$ cat src/rtl/epp_host_pkg.sv
// Package: shared types for the EPP host controller.
// Assumes: one transfer in flight at a time.
package epp_host_pkg;

    // Phases of a port transfer
    typedef enum logic [2:0] {
        PH_IDLE    = 3'd0,
        PH_SETUP   = 3'd1,
        PH_STROBE  = 3'd2,
        PH_TERM    = 3'd3,
        PH_RELEASE = 3'd4
    } epp_phase_e;

    // A latched local request
    typedef struct packed {
        logic       is_addr;
        logic       is_read;
        logic [7:0] wbyte;
    } epp_cmd_t;

endpackage

$ cat src/rtl/epp_sync.sv
// Module: multi-stage synchroniser for a vector of asynchronous inputs.
// Assumes: each bit is independent, and no bus coherence is needed.
module epp_sync #(
    parameter int          WIDTH    = 2,
    parameter int          STAGES   = 2,
    parameter logic [WIDTH-1:0] RST_VAL = '0
) (
    input  logic             clk,
    input  logic             rst_n,
    input  logic [WIDTH-1:0] async_i,
    output logic [WIDTH-1:0] sync_o
);

    logic [WIDTH-1:0] chain [STAGES];

    genvar g;
    generate
        for (g = 0; g < STAGES; g++) begin : g_stage
            // shift one stage along the chain
            always_ff @(posedge clk) begin
                if (!rst_n) begin
                    chain[g] <= RST_VAL;
                end else if (g == 0) begin
                    chain[g] <= async_i;
                end else begin
                    chain[g] <= chain[(g == 0) ? 0 : g-1];
                end
            end
        end
    endgenerate

    assign sync_o = chain[STAGES-1];

endmodule

$ cat src/rtl/epp_rise_pulse.sv
// Module: turns a synchronised level into a one-cycle pulse on its rising edge.
// Assumes: the input is already synchronous to clk.
module epp_rise_pulse (
    input  logic clk,
    input  logic rst_n,
    input  logic level_i,
    output logic pulse_o
);

    logic level_q;

    // remember the previous level
    always_ff @(posedge clk) begin
        if (!rst_n) level_q <= 1'b0;
        else        level_q <= level_i;
    end

    assign pulse_o = level_i & ~level_q;

    assert_pulse_single_R11: assert property (@(posedge clk) disable iff (!rst_n)
        pulse_o |=> !pulse_o);

endmodule

$ cat src/rtl/epp_wait_timer.sv
// Module: counts the cycles spent in a wait phase and flags when the limit is reached.
// Assumes: a zero limit disables the timer and the limit is steady during a run.
module epp_wait_timer #(
    parameter int TW = 8
) (
    input  logic          clk,
    input  logic          rst_n,
    input  logic          clear_i,
    input  logic          run_i,
    input  logic [TW-1:0] limit_i,
    output logic          expire_o
);

    logic [TW-1:0] cnt_q;

    // cycle counter for the current wait phase
    always_ff @(posedge clk) begin
        if (!rst_n || clear_i) cnt_q <= '0;
        else if (run_i)        cnt_q <= cnt_q + 1'b1;
    end

    assign expire_o = run_i && (limit_i != '0) && (cnt_q == limit_i - 1'b1);

    assert_count_in_range_R7: assert property (@(posedge clk) disable iff (!rst_n)
        (run_i && limit_i != '0) |-> (cnt_q < limit_i));

endmodule

$ cat src/rtl/epp_cycle_fsm.sv
// Module: sequences one EPP transfer through setup, strobe, termination and release.
// Assumes: the wait input is synchronised and a request lasts one cycle.
module epp_cycle_fsm
    import epp_host_pkg::*;
#(
    parameter int DW = 8,
    parameter int TW = 8
) (
    input  logic          clk,
    input  logic          rst_n,
    input  logic          req_start,
    input  logic          req_addr,
    input  logic          req_read,
    input  logic [DW-1:0] req_wdata,
    input  logic          nwait_s,
    input  logic          expire_i,
    input  logic [DW-1:0] pd_i,
    output logic          tmr_clear,
    output logic          tmr_run,
    output logic          busy,
    output logic          done,
    output logic [DW-1:0] rd_data,
    output logic          timeout_flag,
    output logic          nwrite_o,
    output logic          ndatastb_o,
    output logic          naddrstb_o,
    output logic [DW-1:0] pd_o,
    output logic          pd_oe
);

    epp_phase_e    phase_q, phase_d;
    logic          is_addr_q, is_read_q;
    logic [DW-1:0] wbyte_q;
    logic          accept, ack, released, strobe_on;

    assign accept    = (phase_q == PH_IDLE) && req_start && !nwait_s;
    assign ack       = (phase_q == PH_STROBE) && nwait_s;
    assign released  = (phase_q == PH_TERM) && !nwait_s;
    assign strobe_on = (phase_q == PH_STROBE);

    // next phase of the transfer
    always_comb begin
        phase_d = phase_q;
        unique case (phase_q)
            PH_IDLE:    if (accept) phase_d = PH_SETUP;
            PH_SETUP:   phase_d = PH_STROBE;
            PH_STROBE:  if (nwait_s) phase_d = PH_TERM;
                        else if (expire_i) phase_d = PH_RELEASE;
            PH_TERM:    if (!nwait_s || expire_i) phase_d = PH_IDLE;
            PH_RELEASE: phase_d = PH_IDLE;
            default:    phase_d = PH_IDLE;
        endcase
    end

    // phase register
    always_ff @(posedge clk) begin
        if (!rst_n) phase_q <= PH_IDLE;
        else        phase_q <= phase_d;
    end

    // latch the request when it is accepted
    always_ff @(posedge clk) begin
        if (!rst_n) begin
            is_addr_q <= 1'b0;
            is_read_q <= 1'b1;
            wbyte_q   <= '0;
        end else if (accept) begin
            is_addr_q <= req_addr;
            is_read_q <= req_read;
            wbyte_q   <= req_wdata;
        end
    end

    // capture read byte and pulse done on acknowledge
    always_ff @(posedge clk) begin
        if (!rst_n) begin
            rd_data <= '0;
            done    <= 1'b0;
        end else begin
            done <= ack;
            if (ack && is_read_q) rd_data <= pd_i;
        end
    end

    // sticky timeout flag, cleared by the next accepted request
    always_ff @(posedge clk) begin
        if (!rst_n)                                    timeout_flag <= 1'b0;
        else if (accept)                               timeout_flag <= 1'b0;
        else if (strobe_on && !nwait_s && expire_i)    timeout_flag <= 1'b1;
        else if (phase_q == PH_TERM && nwait_s && expire_i) timeout_flag <= 1'b1;
    end

    assign tmr_clear  = (phase_q == PH_SETUP) || ack;
    assign tmr_run    = strobe_on || (phase_q == PH_TERM);
    assign busy       = (phase_q != PH_IDLE);
    assign nwrite_o   = !(busy && !is_read_q);
    assign pd_oe      = busy && !is_read_q;
    assign pd_o       = wbyte_q;
    assign naddrstb_o = !(strobe_on && is_addr_q);
    assign ndatastb_o = !(strobe_on && !is_addr_q);

    logic strobe_any;
    assign strobe_any = !ndatastb_o || !naddrstb_o;

    assert_one_strobe_R5: assert property (@(posedge clk) disable iff (!rst_n)
        !(!ndatastb_o && !naddrstb_o));

    assert_no_accept_wait_high_R2: assert property (@(posedge clk) disable iff (!rst_n)
        (phase_q == PH_IDLE && nwait_s) |=> (phase_q == PH_IDLE));

    assert_request_held_R2: assert property (@(posedge clk) disable iff (!rst_n)
        (phase_q != PH_IDLE) |=> $stable(wbyte_q) && $stable(is_read_q) && $stable(is_addr_q));

    assert_setup_before_strobe_R3: assert property (@(posedge clk) disable iff (!rst_n)
        $rose(strobe_any) |-> $stable(nwrite_o) && $stable(pd_oe));

    assert_write_data_held_R3: assert property (@(posedge clk) disable iff (!rst_n)
        (strobe_any && $past(strobe_any)) |-> $stable(pd_o));

    assert_done_single_R4: assert property (@(posedge clk) disable iff (!rst_n)
        done |=> !done);

    assert_dir_change_after_release_R6: assert property (@(posedge clk) disable iff (!rst_n)
        (!$stable(nwrite_o) || !$stable(pd_oe)) |-> $past(ndatastb_o && naddrstb_o));

    assert_timeout_sticky_R10: assert property (@(posedge clk) disable iff (!rst_n)
        (timeout_flag && !accept) |=> timeout_flag);

endmodule

$ cat src/rtl/epp_host_ctrl.sv
// Module: top of the EPP host controller; synchronises port inputs and
// drives the port handshake for one local request at a time.
// Assumes: the bus pad (tri-state) lives outside, driven by pd_o and pd_oe.
module epp_host_ctrl #(
    parameter int DW          = 8,
    parameter int TW          = 8,
    parameter int SYNC_STAGES = 2
) (
    input  logic          clk,
    input  logic          rst_n,
    input  logic          req_start,
    input  logic          req_addr,
    input  logic          req_read,
    input  logic [DW-1:0] req_wdata,
    input  logic [TW-1:0] timeout_limit,
    input  logic          periph_rst_req,
    output logic          busy,
    output logic          done,
    output logic [DW-1:0] rd_data,
    output logic          timeout_flag,
    output logic          intr_pulse,
    output logic          nwrite_o,
    output logic          ndatastb_o,
    output logic          naddrstb_o,
    output logic          nreset_o,
    output logic [DW-1:0] pd_o,
    output logic          pd_oe,
    input  logic [DW-1:0] pd_i,
    input  logic          nwait_i,
    input  logic          intr_i
);

    localparam logic [1:0] SYNC_RST = 2'b01; // wait inactive, interrupt low

    logic [1:0] sync_q;
    logic       nwait_s, intr_s;
    logic       tmr_clear, tmr_run, expire;

    epp_sync #(.WIDTH(2), .STAGES(SYNC_STAGES), .RST_VAL(SYNC_RST)) u_sync (
        .clk     (clk),
        .rst_n   (rst_n),
        .async_i ({intr_i, nwait_i}),
        .sync_o  (sync_q)
    );
    assign nwait_s = sync_q[0];
    assign intr_s  = sync_q[1];

    epp_rise_pulse u_intr (
        .clk     (clk),
        .rst_n   (rst_n),
        .level_i (intr_s),
        .pulse_o (intr_pulse)
    );

    epp_wait_timer #(.TW(TW)) u_timer (
        .clk      (clk),
        .rst_n    (rst_n),
        .clear_i  (tmr_clear),
        .run_i    (tmr_run),
        .limit_i  (timeout_limit),
        .expire_o (expire)
    );

    epp_cycle_fsm #(.DW(DW), .TW(TW)) u_fsm (
        .clk          (clk),
        .rst_n        (rst_n),
        .req_start    (req_start),
        .req_addr     (req_addr),
        .req_read     (req_read),
        .req_wdata    (req_wdata),
        .nwait_s      (nwait_s),
        .expire_i     (expire),
        .pd_i         (pd_i),
        .tmr_clear    (tmr_clear),
        .tmr_run      (tmr_run),
        .busy         (busy),
        .done         (done),
        .rd_data      (rd_data),
        .timeout_flag (timeout_flag),
        .nwrite_o     (nwrite_o),
        .ndatastb_o   (ndatastb_o),
        .naddrstb_o   (naddrstb_o),
        .pd_o         (pd_o),
        .pd_oe        (pd_oe)
    );

    // peripheral reset output, low during local reset
    always_ff @(posedge clk) begin
        if (!rst_n) nreset_o <= 1'b0;
        else        nreset_o <= ~periph_rst_req;
    end

    assert_nreset_follows_R12: assert property (@(posedge clk) disable iff (!rst_n)
        $past(rst_n) |-> (nreset_o == !$past(periph_rst_req)));

endmodule

$ cat config.mk
export PLATFORM = sky130hd
export DESIGN_NAME = epp_host_ctrl
export DESIGN_NICKNAME = d
export VERILOG_FILES = /design/src/rtl/epp_host_pkg.sv /design/src/rtl/epp_sync.sv /design/src/rtl/epp_rise_pulse.sv /design/src/rtl/epp_wait_timer.sv /design/src/rtl/epp_cycle_fsm.sv /design/src/rtl/epp_host_ctrl.sv
export SDC_FILE = /design/constraint.sdc
export NUM_CORES = 1
export LEC_CHECK = 0
export ABC_AREA = 1
export BUFFER_PORTS_ARGS = -buffer_cell sky130_fd_sc_hd__buf_4
export CORE_MARGIN = 10
export CORE_UTILIZATION = 45
export DETAILED_ROUTE_END_ITERATION = 7
export PLACE_DENSITY = 0.75
export SYNTH_ARGS = -nofsm -noshare
export SYNTH_HDL_FRONTEND = slang
export SYNTH_SLANG_ARGS = --single-unit
$ cat constraint.sdc
create_clock -name clk -period 1.56 [get_ports clk]
set_clock_uncertainty 0.1 [all_clocks]
set_input_delay 0.234 -clock clk [delete_from_list [all_inputs] [get_ports clk]]
set_output_delay 0.234 -clock clk [all_outputs]
set_load 0.03 [all_outputs]
==> results <==
- The maximum root-to-sink buffer count is 2.
- Once detail routing completed, the nets flagged for antenna violations numbered 0.
- Data arrives at the worst endpoint at 1.33 ns.
- The number of buffers added by the clock tree synthesis step is 5.
- The run finished, with violations left.
- The headroom to the max-slew limit is 0.644.
- For the pin with the worst max-slew slack, the measured transition is 0.533 ns.
- Relative to the synthesized area, the layout overhead comes to 45.0%.
- The share of the Yosys chip area taken by registers is 0.419.
- In this run the worst path has a maximum fanout of 2.
- The floorplan die height is 82.7 um.
- The total congestion overflow is 0.
- Entering global routing, the biggest net connects 17 pins.
- The number of filler instances in the final layout is 317.
- The highest achievable clock rate is 0.600 GHz.
- The final hold violation count was 0.
- The number of enable-type register cells in the synthesized netlist is 0.
- The minimum clock period after layout is 1.67 ns.
- The synthesized netlist occupies a cell area of 1770 um2.
- In the routed design, unresolved DRC markers number 0.
- In the finished design, the share of the clock period the worst path needs comes to 1.07.
- The data required time at the worst endpoint is 1.23 ns.
- The worst ir drop on vdd is 0.891 mV.
- The finished layout holds 384 standard cells, fillers aside.
- The count of yosys warnings during synthesis is 0.
- The number of cells after detailed placement is 369.
- The total area of sequential cells is 748 um2.
- After the first detailed-routing iteration, the DRC count stood at 71.
- The number of max-cap violations is 0.
- At the placement stage, the worst setup path has a slack of -0.136 ns.
- The number of antenna cells inserted is 0.
- The final max-slew violation count is 0.
- STA classifies the critical path startpoint as a flop.
- The tightest hold path in the finished design has a slack of 0.0318 ns.
- Once layout is complete, the utilization of the core stands at 0.690.
- The initial antenna violation count is 0.
- The multi-input combinational cells in the finished layout cover a total of 977 um2.
- The number of cells produced by synthesis is 261.
- The class of the worst hold path is in -> reg.
- The synthesized area per cell is 6.77 um2.
- The synthesized design spends more area on one cell type than any other, namely dfxtp_1.
- The synthesized net count is 295.
- The via count normalized by instance count is 4.71.
- The checks that failed: setup timing.
- Ranked by instance count, the synthesized netlist is headed by nand2_1, nor2_1, dfxtp_1.
- The H-tree was split into 2 levels.
- On the critical path, the stage with the largest delay is an instance of dfxtp_2.
- The final net count is 371.
- The number of failing setup endpoints in the final timing report is 13.
- TritonCTS built the clock tree.
- At the end of routability-driven placement, the weighted congestion stood at 0.850.
- After synthesis, the netlist uses 26 different library cells.
- The region available for standard cell placement spans 3720 um2.
- The total number of placement rows is 22.
- The CTS root buffer is clkbuf_8.
- The number of optimization iterations in the first detailed-route pass is 4.
- The starting utilization of the core area is 0.475.
- Setup repair after global routing could not meet its margin everywhere.
- For this run, the leading register cell type out of synthesis is dfxtp_1.
- The horizontal die dimension is 82.7 um.
- For this design the static power due to leakage is 0.00120 uW.
- After synthesis the netlist holds a flip-flop and latch count of 37.
- After detailed routing, the average wire length per cell comes to 11.6 um.
- Dividing total power by cell area gives a power density of 1250 nW/um2.
- Among all cell types in the netlist, the one instantiated most often is nand2_1.
- The total global routing track utilization is 0.133.
- The async set or reset register ratio after synthesis is 0.
- The largest incremental delay on the critical path is 0.34 ns.
- The clock-pin slew on the worst setup and hold paths is 0.07 ns.
- The wire length of the first global-routing pass is 7310 um.
- The CTS sink count is 37.
- In the post-synthesis netlist, the biggest area contributors are dfxtp_1, nand2_1, nor2_1, inv_1, nand3_1.
- The share of synthesized area in the top cell type comes to 0.419.
- The die covers 6830 um2.
- The least setup slack across all paths after layout is -0.107 ns.
- The critical path class is reg -> out.
- The number of global-route vias before repair was 1753.
- The total power after layout is 3200 uW.
- The total half-perimeter wirelength after legalization and detailed placement is 3410 um.
- For this design the top-level I/O count stands at 57.
- Clock latency on the worst-skew pair, taken at its later pin, is 0.28 ns.
- Of the cells placed in the final design, the portion with a size suffix greater than 1 is 0.387.
- Input and output buffers added on the ports amount to 56.
- Traced cell by cell, the critical path runs through inv_2 > nor2_4 > inv_4 > nor2_4 > inv_2 > or2_4 > buf_6.
- STA classifies the critical path endpoint as a primary output.
- The wire length after detailed routing is 4460 um.
- Across all layers, the routed design uses 1808 vias.
report_power, final:
group / switching (uW) / internal [uW] / total [uW]
sequential: 79.5 / 1070 / 1150
clock: 302 / 293 / 595
combinational: 841 / 619 / 1460
final cells by class:
type	count	share of cell area
Clock buffer	5	0.0269
Clock inverter	1	0.00195
Inverter	34	0.0508
Multi-Input combinational cell	184	0.381
Sequential cell	37	0.292
Tap cell	48	0.0234
Timing Repair Buffer	75	0.224
routing by layer:
layer	routed length [um]	global-route usage
met5	0	0
met2	2220	0.216
met3	480	0.0821
met1	1720	0.140
met4	43	0.0401
final timing paths:
| path | cells past startpoint | end | start | slack, ns |
|---|---|---|---|---|
| worst max register to register | 11 | u_fsm.phase_q[0] | u_fsm.phase_q[1] | -0.06 |
| worst min register to register | 1 | u_sync.chain[1][0] | u_sync.chain[0][0] | 0.31 |
| worst min-delay path | 3 | u_sync.chain[0][1] | intr_i | 0.03 |
| worst max-delay path | 7 | ndatastb_o | u_fsm.phase_q[1] | -0.11 |
logic make-up (layout without fill, tap and decap cells):
family	count (synthesis)	in the layout	synth area share
and+or+nand+nor	152	152	0.380
AOI/OAI and AO/OA	26	26	0.0772
buffers and inverters	40	115	0.0899
DFF	37	37	0.419
xor gates and xnor gates	4	4	0.0198
adders and majority gates	2	2	0.0142
sequential cells by signal, indices dropped and copies added, names as in the netlist:
signal,flops
nreset_o,1
u_fsm.is_read_q,1
u_intr.level_q,1
u_timer.cnt_q,8
u_fsm.done,1
u_fsm.rd_data,8
u_fsm.phase_q,3
u_fsm.timeout_flag,1
u_fsm.pd_o,8
u_fsm.is_addr_q,1
u_sync.chain,4
timing repair:
item	CTS	global route
resized for setup	10	26
setup endpoints to repair	4	24
setup buffers	3	5
cloned	0	0
hold buffers	1	0
endpoints found under the hold margin	1	0
pin swaps	2	15
per-stage QoR:
stage          TNS (ns)  area (um2)
2_1_floorplan         0        1780
3_3_place_gp     -0.285        2300
3_5_place_dp     -0.450        2300
4_1_cts          -0.400        2430
5_1_grt           -2.55        2560
6_report         -0.606        2560
cells in the final DEF, fill, tap and decap left out, drive strengths merged, types with 2 or more instances in the layout:
cell / instances
o21ai: 10
nand3: 22
buf: 74
ha: 2
nand4: 2
nand2: 69
dfxtp: 37
inv: 34
a21oi: 15
nor2: 50
xor2: 3
nor3: 3
or2: 4
clkbuf: 5
critical path: cells and delay by family (launching register included):
family / cells / cell delay (ns)
buffers and inverters: 4 / 0.28
DFF: 1 / 0.34
and+or+nand+nor: 3 / 0.43
Power figures use the tool's default switching activity.
